<file path="config.mk">
export PLATFORM = sky130hd
export DESIGN_NAME = irq_flag_ctrl
export DESIGN_NICKNAME = d
export VERILOG_FILES = /design/src/rtl/irqf_pkg.sv /design/src/rtl/irqf_accept.sv /design/src/rtl/irqf_alu_flags.sv /design/src/rtl/irqf_swi_dec.sv /design/src/rtl/irq_flag_ctrl.sv
export SDC_FILE = /design/constraint.sdc
export NUM_CORES = 1
export LEC_CHECK = 0
export ABC_AREA = 1
export BUFFER_PORTS_ARGS = -buffer_cell sky130_fd_sc_hd__buf_2
export CORE_ASPECT_RATIO = 0.9
export CORE_MARGIN = 2
export CORE_UTILIZATION = 34
export CTS_CLUSTER_DIAMETER = 50
export DETAILED_ROUTE_END_ITERATION = 16
export GPL_ROUTABILITY_DRIVEN = 0
export PLACE_DENSITY = 0.84
export SYNTH_ARGS = -nofsm -noshare
export SYNTH_HDL_FRONTEND = slang
export SYNTH_SLANG_ARGS = --single-unit
</file>
<file path="constraint.sdc">
create_clock -name clk -period 1.18 [get_ports clk]
set_input_delay 0 -clock clk [delete_from_list [all_inputs] [get_ports clk]]
set_output_delay 0 -clock clk [all_outputs]
set_load 0.02 [all_outputs]
</file>
<file path="src/rtl/irqf_pkg.sv">
// Package: field layout of the processor status word and helpers to move
// between the packed register view and the 16-bit software view.
// Assumes the level field is 3 bits and the word is 16 bits wide.
package irqf_pkg;
    localparam int WORD_W  = 16;
    localparam int LVL_W   = 3;
    localparam int POS_C   = 0;
    localparam int POS_D   = 1;
    localparam int POS_Z   = 2;
    localparam int POS_S   = 3;
    localparam int POS_B   = 4;
    localparam int POS_O   = 5;
    localparam int POS_I   = 6;
    localparam int POS_U   = 7;
    localparam int POS_LVL = 12;

    typedef struct packed {
        logic [LVL_W-1:0] lvl;
        logic             u;
        logic             i;
        logic             o;
        logic             b;
        logic             s;
        logic             z;
        logic             d;
        logic             c;
    } flags_t;

    // Place each flag at its bit position; reserved positions come out 0.
    function automatic logic [WORD_W-1:0] pack_word(input flags_t f);
        logic [WORD_W-1:0] w;
        w = '0;
        w[POS_C] = f.c;
        w[POS_D] = f.d;
        w[POS_Z] = f.z;
        w[POS_S] = f.s;
        w[POS_B] = f.b;
        w[POS_O] = f.o;
        w[POS_I] = f.i;
        w[POS_U] = f.u;
        w[POS_LVL +: LVL_W] = f.lvl;
        return w;
    endfunction

    // Pick the live fields out of a written word; reserved bits are dropped.
    function automatic flags_t unpack_word(input logic [WORD_W-1:0] w);
        flags_t f;
        f.c   = w[POS_C];
        f.d   = w[POS_D];
        f.z   = w[POS_Z];
        f.s   = w[POS_S];
        f.b   = w[POS_B];
        f.o   = w[POS_O];
        f.i   = w[POS_I];
        f.u   = w[POS_U];
        f.lvl = w[POS_LVL +: LVL_W];
        return f;
    endfunction

    localparam logic [WORD_W-1:0] LIVE_MASK = pack_word(flags_t'('1));
endpackage

</file>
<file path="src/rtl/irqf_accept.sv">
// Module: acceptance decision for a maskable request.
// Purely combinational; takes the request only when enabled and strictly
// above the current level. Assumes request and level share one width.
module irqf_accept #(
    parameter int PRI_W = 3
) (
    input  logic             req,
    input  logic [PRI_W-1:0] pri,
    input  logic             ie,
    input  logic [PRI_W-1:0] lvl,
    output logic             take
);
    // Strict comparison: an equal priority is refused.
    always_comb begin
        take = req && ie && (pri > lvl);
    end
endmodule

</file>
<file path="src/rtl/irqf_alu_flags.sv">
// Module: derives the arithmetic flags from an ALU result.
// Zero and sign come from the result itself; carry and overflow are passed
// through from the ALU. Assumes a two's complement result.
module irqf_alu_flags #(
    parameter int DATA_W = 16
) (
    input  logic [DATA_W-1:0] result,
    input  logic              carry_in,
    input  logic              ovf_in,
    output logic              z,
    output logic              s,
    output logic              c,
    output logic              o
);
    localparam int MSB = DATA_W - 1;

    // Flag derivation from the result word.
    always_comb begin
        z = ~|result;
        s = result[MSB];
        c = carry_in;
        o = ovf_in;
    end
endmodule

</file>
<file path="src/rtl/irqf_swi_dec.sv">
// Module: decides whether a software interrupt number selects the
// interrupt stack. Numbers up to CLR_LAST do; higher numbers do not.
// When every encodable number is in range the compare is removed.
module irqf_swi_dec #(
    parameter int NUM_W    = 6,
    parameter int CLR_LAST = 31
) (
    input  logic             valid,
    input  logic [NUM_W-1:0] num,
    output logic             clr_u
);
    localparam int NUM_MAX = (1 << NUM_W) - 1;

    generate
        if (CLR_LAST >= NUM_MAX) begin : g_all
            // Every number is low enough: any instruction clears the flag.
            always_comb clr_u = valid;
        end else begin : g_cmp
            // Range check against the last clearing number.
            always_comb clr_u = valid && (int'(num) <= CLR_LAST);
        end
    endgenerate
endmodule

</file>
<file path="src/rtl/irq_flag_ctrl.sv">
// Module: processor status word and interrupt acceptance.
// Holds the 11 live status bits, takes maskable requests, and merges
// software writes, ALU flag updates and software interrupt effects.
// Precedence: write < ALU flags < acceptance/software interrupt clears.
// Assumes synchronous active-low reset and one clock domain.
module irq_flag_ctrl
    import irqf_pkg::*;
#(
    parameter int DATA_W       = 16,
    parameter int SWI_NUM_W    = 6,
    parameter int SWI_CLR_LAST = 31
) (
    input  logic                 clk,
    input  logic                 rst_n,
    input  logic                 irq_req,
    input  logic [LVL_W-1:0]     irq_pri,
    input  logic                 swi_valid,
    input  logic [SWI_NUM_W-1:0] swi_num,
    input  logic                 alu_valid,
    input  logic [DATA_W-1:0]    alu_result,
    input  logic                 alu_carry,
    input  logic                 alu_ovf,
    input  logic                 wr_en,
    input  logic [WORD_W-1:0]    wr_data,
    output logic                 irq_ack,
    output logic [WORD_W-1:0]    status_word
);
    flags_t cur_q;
    flags_t nxt;
    logic   take;
    logic   swi_clr;
    logic   a_z, a_s, a_c, a_o;

    irqf_accept #(.PRI_W(LVL_W)) u_accept (
        .req  (irq_req),
        .pri  (irq_pri),
        .ie   (cur_q.i),
        .lvl  (cur_q.lvl),
        .take (take)
    );

    irqf_alu_flags #(.DATA_W(DATA_W)) u_alu (
        .result   (alu_result),
        .carry_in (alu_carry),
        .ovf_in   (alu_ovf),
        .z        (a_z),
        .s        (a_s),
        .c        (a_c),
        .o        (a_o)
    );

    irqf_swi_dec #(.NUM_W(SWI_NUM_W), .CLR_LAST(SWI_CLR_LAST)) u_swi (
        .valid (swi_valid),
        .num   (swi_num),
        .clr_u (swi_clr)
    );

    // Next status word, layering the sources from lowest to highest precedence.
    always_comb begin
        nxt = cur_q;
        if (wr_en) begin
            nxt = unpack_word(wr_data);
        end
        if (alu_valid) begin
            nxt.z = a_z;
            nxt.s = a_s;
            nxt.c = a_c;
            nxt.o = a_o;
        end
        if (take) begin
            nxt.i = 1'b0;
            nxt.u = 1'b0;
        end
        if (swi_clr) begin
            nxt.u = 1'b0;
        end
    end

    // Status register and accept pulse, updated on the same edge.
    always_ff @(posedge clk) begin
        if (!rst_n) begin
            cur_q   <= '0;
            irq_ack <= 1'b0;
        end else begin
            cur_q   <= nxt;
            irq_ack <= take;
        end
    end

    // Software view with reserved positions reading as 0.
    always_comb begin
        status_word = pack_word(cur_q);
    end
endmodule

</file>
== After elaboration in Yosys (flattened, before gate mapping) ==
Cells that the tools add are included.

* Register bits after elaboration: 12
* Input port bits: 49
* Output and inout port bits: 17
* Logic and storage cells: 25

* $lt $le $gt $ge: 2
* Multiplexer cells: 4
* Bitwise logic cells: 1
* Reduce and logical (&&, ||, !) cells: 8

{| class="wikitable"
|+ Operators by type and width
! operator !! count
|-
| $reduce_or A16 Y1 || 1
|-
| $le A6 B5 Y1 const B || 1
|-
| $mux W6 || 1
|-
| $gt A3 B3 Y1 || 1
|-
| $logic_and A1 B1 Y1 || 3
|-
| $reduce_or A3 Y1 || 1
|-
| $mux W1 || 2
|-
| $mux W2 || 1
|-
| $reduce_bool A2 Y1 || 1
|-
| $reduce_or A2 Y1 || 1
|-
| $logic_not A1 Y1 || 1
|-
| $not A1 Y1 || 1
|}

== Depth between registers and ports, before layout ==
Gate-level depths: netlist of the first run.

* Depth after elaboration: 3
* Gate-level depth with buffers: 7
* Gate-level depth less buffers: 7

== Cells and area by module ==
Synthesis of the first run repeated with hierarchy kept, for this count alone.

* Cells, all modules: 127
* Area total of the unflattened synthesis: 759.5 um2

{| class="wikitable"
|+ By module, submodules not included
! module !! times used !! cells an instance !! area each (um2) !! seq. area each (um2)
|-
| irq_flag_ctrl || 1 || 78 || 531.8 || 240.2
|-
| irqf_alu_flags || 1 || 30 || 126.4 || 0.0
|-
| irqf_accept || 1 || 17 || 91.3 || 0.0
|-
| irqf_swi_dec || 1 || 2 || 10.0 || 0.0
|}

== Least setup slack after synthesis of the first run ==
OpenSTA, ideal clock, no wires.

* Path type: reg2reg
* From: register cur_q (netlist bit status_word[14])
* To: register cur_q (netlist bit status_word[7])
* Library setup time: 0.064 ns
* Arrival: 1.185 ns
* Data required time: 1.116 ns
* Setup slack: -0.068 ns
* Stages on the path, launching flop included: 8
* Path buffers: 0
* Clock period less this slack: 1.248 ns
* Cell sequence: dfxtp_1 inv_1 ha_1 a21oi_1 nand2_1 nand3b_1 nand2_1 nor2_1

* Cells in the longest elaborated chain, start to end: 3

{| class="wikitable"
|+ RTL lines
! item !! RTL line !! RTL
|-
| start: declaration || irq_flag_ctrl.sv:28 || <nowiki>flags_t cur_q;</nowiki>
|-
| start signal: assignment || irq_flag_ctrl.sv:85 || <nowiki>cur_q <= nxt;</nowiki>
|-
| $gt A3 B3 Y1 || irqf_accept.sv:15 || <nowiki>take = req && ie && (pri > lvl);</nowiki>
|-
| $logic_and A1 B1 Y1 || irqf_accept.sv:15 ||
|-
| $reduce_or A3 Y1 (no source line) || -- ||
|}

No other way between the ends.
A chain may end at the register's enable or synchronous reset.

== Worst setup path after layout of the first run ==
Ends and elaborated chain as after synthesis.

==> flow_summary.yaml, run 1 <==
placed_design:
  hpwl_um: 1410
  place_ws_ns: 0.00526
  portBuffers: 50
floorplanning:
  pin_count: 66
  rows: 15
  fp.dieW_um: 50.3
  die_h_um: 45.7
  coreArea_um2: 1860
  design.die.area_um2: 2300
  initial_utilization_pct: 35.3
timing:
  min_period_ns: 1.13
  finalHoldViolations: 0
  setup_ws_ns: 0.0501
  rsz0062_at_grt: "yes"
  final.period_utilization_pct: 95.8
  worst_clock_skew_ns: 0.0000671
  maxSlewViolCount: 0
  setup_viol: 0
  max_freq_mhz: 885
cts:
  cts_tree: "built"
  clkTransAtPathRegs_ns: 0.08
  clock_sinks: 12
  h-tree-depth: 1
  root_buffer: "clkbuf_4"
  clock_latency_ns: 0.27
  numCtsBuffers: 3
  max-clock-path-buffers: 2
logic_synthesis:
  synthTopCellsByArea: "dfxtp_1 37%, nand2_1 11%, nor2_1 10%, buf_4 6.9%, ha_1 5.7%"
  ys_ff_latch: 12
  yosysTopAreaCellShare_pct: 36.6
  synth_area_um2: 656
  avgSynthCellArea_um2: 6.97
  synth-seq-area-share_pct: 36.6
  synth_cells: 94
  synth_top_area_cell: "dfxtp_1"
  yosys.cell_types.count: 21
  yosys_warnings: 0
worst_setup_path:
  crit_fanout: 3
  worstPathRequired_ns: 1.39
  endpoint_kind: "flip-flop"
  arrival_ns: 1.34
  reg2reg_slack_ns: 0.05
  start_kind: "flip-flop"
  worst-setup-path-type: "reg -> reg"
grt:
  grt_max_degree: 11
  grt_pass1_wl_um: 2900
  grt_pass1_vias: 718
  antenna_found_initial: 0
  grt_usage_pct: 16.9
  grt_overflow: 0
drt:
  vias_per_cell: 4.45
  drt_first_pass_iters: 2
  drc: 0
  drtAntennaViolNets: 0
  wl_per_cell_um: 10.4
  drt_iter0_markers: 4
  num_vias: 778
  routed_wirelength_um: 1820
power:
  powerDensity_nw_per_um2: 1020
  ir_drop_uv: 727
  p_leak_uw: 0.000555
cells_and_area:
  drive_above_1_share_pct: 44.0
  area_growth_pct: 55.0
  final_util_pct: 54.7
  diodes: 0
  nets: 203
outcome:
  status: "completed"
job:
  maxCapViolCount: 0
worst_hold_path:
  hold_class: "in -> reg"
==> metal layers <==
metal	wire length [um]	up-vias	GRT usage, %	share of wire, %
met2	988	29	33.7	54
met3	123	0	6.91	6.8
met4	0	0	0	0
li1	-	399	-	-
met1	707	350	17.7	39
met5	0	-	0	0
==> power by group <==
part	internal (uW)	leakage (uW)	switching [uW]	total (uW)
sequential	431	0.0000998	13.4	444
clock	187	0.0000210	134	321
combinational	124	0.000435	144	268
==> cell usage after synthesis (all sizes together) <==
master and count:
a21oi 4, buf 8, conb 1, dfxtp 12, ha 3, inv 10
mux2i 1, nand2 19, nand3 4, nand3b 2, nor2 19, nor3 4
o21ai 5, o21bai 1, o22ai 1
==> registers in the layout, indices dropped and copies added (netlist names) <==
signal / cells
status_word: 11
irq_ack: 1
==> metrics by stage <==
step	area, um2	setup TNS (ns)	power [uW]	hold slack (ns)	std cells
floorplan	673	0	602	0.135	98
global placement	893	0	678	0.224	165
detailed placement	893	0	689	0.235	165
CTS	992	0	1030	0.00934	174
global route	1020	-0.0600	1100	0.0251	175
finish	1020	0	1030	0.0192	175
==> what timing repair did <==
item	4_1_cts	5_1_grt
buffers inserted	0	1
resized for setup	1	4
hold buffers	5	0
hold endpoints to repair	5	0
endpoints found under the setup margin	2	2
pin swaps	0	4
==> cells by family after synthesis <==
group	after synthesis	synth area share (%)
buffers and inverters	18	15.5
DFF	12	36.6
other	1	0.572
muxes	1	1.53
and+or+nand+nor	48	30.5
adders and majority gates	3	5.73
AOI/OAI and AO/OA	11	9.54
==> final timing paths <==
| kind | startpoint | endpoint | depth (start not counted) |
|---|---|---|---|
| max | status_word[14] | status_word[7] | 7 |
| min | alu_result[3] | status_word[2] | 4 |
| max reg2reg | status_word[14] | status_word[7] | 7 |
| min reg2reg | status_word[13] | status_word[13] | 2 |
==> cell usage in the layout, fill, tap and decap left out, drive strengths merged <==
master,count
nor2,19
nor3,4
o21ai,5
nand2,19
buf,51
clkbuf,4
dfxtp,12
nand3b,2
inv,10
o22ai,1
a21oi,4
mux2i,1
o21bai,1
ha,3
conb,5
dlygate4sd3,5
nand3,4
==> area by class of cell <==
type	count	area [um2]
Clock buffer	4	36.3
Sequential cell	12	243
Timing Repair Buffer	56	308
Tap cell	25	31.3
Fill cell	191	842
Inverter	10	40.0
Multi-Input combinational cell	68	358
==> worst max-delay path: stages, from the launching register on <==
cell and delay (ns):
dfxtp_2 0.34, inv_2 0.05, ha_4 0.22, a21oi_2 0.13, nand2_1 0.06, nand3b_1 0.10, nand2_1 0.08, nor2_1 0.10
Power figures use the tool's default switching activity.
==> inputs of run 2 (changes only) <==
- ABC_AREA: 1 -> default
- BUFFER_PORTS_ARGS: -buffer_cell sky130_fd_sc_hd__buf_2 -> -buffer_cell sky130_fd_sc_hd__buf_4
- PLACE_DENSITY: 0.84 -> 0.85
- TNS_END_PERCENT: default -> 1
==> flow_summary.yaml, run 2 <==
outcome:
  status: "finished with violations"
  violations: "setup timing"
cts:
  h-tree-depth: 1
  cts_tree: "built"
  clock_sinks: 12
  clkTransAtPathRegs_ns: 0.07
  root_buffer: "clkbuf_4"
  max-clock-path-buffers: 2
  numCtsBuffers: 3
  clock_latency_ns: 0.27
worst_setup_path:
  reg2reg_slack_ns: -0.12
  path_buf_inv: 2
  start_kind: "flip-flop"
  crit_family: "flip-flops"
  crit_slowest_cell: "dfxtp_4"
  path_cells: "inv_2 -> ha_4 -> nor2b_4 -> o21ai_2 -> a21oi_2 -> buf_4 -> and2_1"
  arrival_ns: 1.51
  critPathMaxStageDelay_ns: 0.35
  worstPathRequired_ns: 1.39
  worst-setup-path-type: "reg -> reg"
  crit_fanout: 2
  endpoint_kind: "flip-flop"
timing:
  maxSlewViolCount: 0
  finalHoldViolations: 0
  worst_clock_skew_ns: 0.00637
  min_period_ns: 1.30
  setup_viol: 3
  tns_ns: -0.285
  final.period_utilization_pct: 110
  setup_ws_ns: -0.122
  rsz0062_at_grt: "yes"
  max_freq_mhz: 768
drt:
  wl_per_cell_um: 12.6
  drc: 0
  routed_wirelength_um: 2000
  drt_first_pass_iters: 2
  drtAntennaViolNets: 0
  vias_per_cell: 4.50
  drt_iter0_markers: 6
  num_vias: 716
floorplanning:
  coreArea_um2: 1720
  rows: 14
  fp.dieW_um: 49.4
  design.die.area_um2: 2220
  die_h_um: 44.9
  pin_count: 66
  initial_utilization_pct: 36.8
grt:
  grt_max_degree: 12
  antenna_found_initial: 0
  grt_overflow: 0
  grt_pass1_wl_um: 3110
  grt_pass1_vias: 705
  grt_usage_pct: 19.2
logic_synthesis:
  yosys_warnings: 0
  synth_common_cells: "12 x dfxtp_1, 11 x mux2i_1, 9 x nor2_1, 6 x buf_4, 6 x inv_1"
  ys_async_sr_fraction_pct: 0
  synth_cells: 70
  ys_ff_latch: 12
  synth_top_area_cell: "dfxtp_1"
  yosys.cell_types.count: 22
  yosysTopAreaCellShare_pct: 38.0
  synthFlopType: "dfxtp_1"
  avgSynthCellArea_um2: 9.03
  yosysMostFrequentCell: "dfxtp_1"
  synth_area_um2: 632
  synth-seq-area-share_pct: 38.0
  synth_edf_count: 0
  synthTopCellsByArea: "dfxtp_1 38%, mux2i_1 17%, buf_4 7.1%, ha_1 5.9%, nor2_1 5.3%"
worst_hold_path:
  hold_class: "in -> reg"
power:
  ir_drop_uv: 446
  p_leak_uw: 0.000620
  powerDensity_nw_per_um2: 894
  finalPower_uw: 1110
cells_and_area:
  final_util_pct: 72.1
  multiInputGateArea_um2: 370
  nets: 188
  diodes: 0
  seqCellArea_um2: 245
  final_cell_mix: "54 x buf_4, 11 x mux2i_1, 11 x dlygate4sd3_1, 10 x dfxtp_1, 9 x nor2_1"
  final_cells: 159
  largest_reg_flops: 11
  final_common_cell: "buf_4"
  nFillCells: 128
  drive_above_1_share_pct: 51.9
  area_growth_pct: 95.8
placed_design:
  portBuffers: 50
  place_ws_ns: -0.323
  dp.cells: 143
  hpwl_um: 1450
job:
  maxCapViolCount: 0
[run 2: changes by cell type after synthesis, sizes merged, moves of 2 or more]
cell | previous run | this run
mux2i | 1 | 11
nand2 | 19 | 0
nor4 | 0 | 3
nor3 | 4 | 1
inv | 10 | 6
nor2 | 19 | 9
nand3b | 2 | 0
o21ai | 5 | 2
[run 2: final timing paths]
| kind | cells past startpoint | to | startpoint |
|---|---|---|---|
| worst min-delay path | 3 | status_word[2] | alu_result[15] |
| worst max-delay path | 7 | irq_ack | status_word[13] |
| worst max register to register | 7 | irq_ack | status_word[13] |
| worst min register to register | 2 | status_word[4] | status_word[4] |
[run 2: stage by stage]
stage          hold slack [ns]  cell area, um2
2_1_floorplan            0.119             664
3_3_place_gp             0.214            1040
3_5_place_dp             0.237            1040
4_1_cts                 0.0107            1230
5_1_grt                 0.0388            1240
6_report                0.0169            1240
[run 2: repair_timing]
item / 4_1_cts / 5_1_grt
pin swaps: 6 / 2
gates resized for setup: 8 / 1
hold buffers: 11 / 0
buffers inserted: 1 / 0
setup endpoints to repair: 3 / 4
hold endpoints to repair: 11 / 0
[run 2: worst min-delay path: cells and delay by family]
kind,cells,cell delay [ns]
simple gates,1,0.09
buf+inv,1,0.08
compound gates,1,0.06
[run 2: area by class of cell]
class	instances	share of cell area (%)
sequential	12	19.8
timing repair buffer	65	41.7
tap	24	2.43
inverter	7	3.24
clock buffer	4	2.93
multi-input combinational	47	29.9
[run 2: report_power, final]
group	switching (uW)	internal [uW]	total, uW	leakage (uW)
combinational	146	199	345	0.000499
clock	135	187	322	0.0000210
sequential	11.8	427	439	0.0000999
[run 2: logic make-up (layout without fill, tap and decap cells)]
group	after synthesis	after routing	synth area share [%]
flops	12	12	38.0
mux	11	11	17.4
simple gates	20	20	15.6
buf+inv	15	76	14.8
other cells	1	5	0.593
fa+ha+maj	3	3	5.94
compound gates	8	8	7.52
[run 2: metal layers]
| layer | wire [um] | vias up | track usage [%] |
|---|---|---|---|
| met5 | 0 | - | 0 |
| met4 | 56 | 0 | 12.2 |
| met3 | 125 | 6 | 4.30 |
| met2 | 971 | 34 | 34.3 |
| met1 | 848 | 313 | 21.2 |
| li1 | - | 363 | - |
==> inputs of run 3 (changes only) <==
- GPL_TIMING_DRIVEN: default -> 0
- MAX_ROUTING_LAYER: default -> met4
==> flow_summary.yaml, run 3 (same netlist as run 2, synthesis figures left out) <==
outcome:
  status: "finished with violations"
  violations: "setup timing"
timing:
  max_freq_mhz: 761
  worst_hold_slack_ns: 0.0249
  final.period_utilization_pct: 111
  setup_viol: 3
  setup_ws_ns: -0.134
  rsz0062_at_grt: "yes"
  maxSlewViolCount: 0
  worst_clock_skew_ns: 0.00357
  min_period_ns: 1.31
  finalHoldViolations: 0
cts:
  clock_sinks: 12
  clkTransAtPathRegs_ns: 0.07
  cts_tree: "built"
  max-clock-path-buffers: 2
  root_buffer: "clkbuf_4"
  clock_latency_ns: 0.27
  h-tree-depth: 1
  numCtsBuffers: 3
cells_and_area:
  final_cell_mix: "59 x buf_4, 12 x dlygate4sd3_1, 11 x mux2i_1, 10 x dfxtp_1, 9 x nor2_1"
  nFillCells: 126
  final_common_cell: "buf_4"
  nets: 196
  seqCellArea_um2: 245
  multiInputGateArea_um2: 335
  drive_above_1_share_pct: 49.7
  diodes: 0
  largest_reg_flops: 11
  area_growth_pct: 99.2
power:
  p_leak_uw: 0.000649
  powerDensity_nw_per_um2: 871
  switching_share_pct: 25.6
  seq_power_share_pct: 40.1
  ir_drop_uv: 423
  p_sw_uw: 281
  p_clk_share_pct: 29.3
  p_comb_share_pct: 30.6
  intPower_uw: 816
floorplanning:
  initial_utilization_pct: 36.8
  fp.dieW_um: 49.4
  design.die.area_um2: 2220
  pin_count: 66
  rows: 14
  die_h_um: 44.9
  coreArea_um2: 1720
drt:
  num_vias: 726
  routed_wirelength_um: 1830
  drc: 0
  vias_per_cell: 4.35
  wl_per_cell_um: 11.0
  drt_iter0_markers: 5
  drt_first_pass_iters: 2
  drtAntennaViolNets: 0
worst_setup_path:
  worstPathRequired_ns: 1.32
  endpoint_kind: "flip-flop"
  worst-setup-path-type: "reg -> reg"
  crit_fanout: 2
  start_kind: "flip-flop"
  arrival_ns: 1.45
grt:
  grt_max_degree: 11
  busiest_layer: "met2"
  antenna_found_initial: 0
  grt_pass1_wl_um: 2930
  grt_use_met1_pct: 19.3
  grtUsageMet3_pct: 4.97
  grt_pass1_vias: 698
  grt_overflow: 0
  grt_usage_pct: 18.2
  gr-usage-met2_pct: 33.2
placed_design:
  hpwl_um: 1320
  place_ws_ns: -0.252
  portBuffers: 50
worst_hold_path:
  hold_class: "in -> reg"
job:
  maxCapViolCount: 0
==> run 3: cell types whose count changed in the layout (fill, tap and decap cells not counted), sizes merged <==
cell         before  now
buf              54   60
clkbuf            4    5
dlygate4sd3      11   12
==> run 3: power groups by stage <==
| stage | combinational [uW] | clock (uW) | sequential (uW) |
|---|---|---|---|
| 2_1_floorplan | 114 | 0 | 474 |
| 3_3_place_gp | 285 | 0 | 449 |
| 3_5_place_dp | 291 | 0 | 450 |
| 4_1_cts | 332 | 333 | 440 |
| 5_1_grt | 365 | 350 | 443 |
| 6_report | 336 | 321 | 440 |
==> run 3: worst paths after layout <==
kind | from | to | slack, ns | depth (start not counted)
hold reg to reg | status_word[4] | status_word[4] | 0.50 | 2
setup reg to reg | status_word[13] | status_word[6] | -0.13 | 7
hold / removal | wr_data[6] | status_word[6] | 0.02 | 3
setup / recovery | status_word[13] | status_word[6] | -0.13 | 7
==> run 3: repair_timing <==
action / CTS / global route
setup endpoints to repair: 3 / 4
hold buffers: 12 / 0
buffers inserted: 2 / 1
endpoints found under the hold margin: 11 / 0
gates resized for setup: 3 / 0
pin swaps: 5 / 4
==> run 3: cell type report <==
type	count	area share [%]
plain buffers	8	4.27
clock buffers	4	2.88
inverters	7	3.18
multi-input cells	47	26.6
flip-flops and latches	12	19.5
well taps	24	2.39
repair buffers	65	41.2
==> run 3: layer usage <==
| metal | part of all wire (%) | vias up |
|---|---|---|
| met3 | 6.9 | 2 |
| met5 | 0 | - |
| met4 | 0.76 | 0 |
| met2 | 52 | 34 |
| li1 | - | 375 |
| met1 | 41 | 315 |
==> run 3: worst max-delay path: stages, from the launching register on <==
cell and delay (ns):
dfxtp_4 0.35, inv_2 0.04, ha_4 0.25, nor2b_1 0.12
o21ai_1 0.09, a21oi_2 0.16, buf_4 0.14, nor3_1 0.04
==> run 3: per-stage QoR <==
step / cell area [um2] / instances / TNS (ns) / total power [uW] / utilization (%)
finish: 1260 / 167 / -0.313 / 1100 / 73.3
CTS: 1250 / 166 / -0.471 / 1100 / 72.9
detailed placement: 1070 / 148 / -0.444 / 741 / 62.3
global placement: 1070 / 148 / -0.395 / 734 / 62.3
floorplan: 664 / 74 / -0.229 / 589 / -
global route: 1260 / 167 / -0.508 / 1160 / 73.3
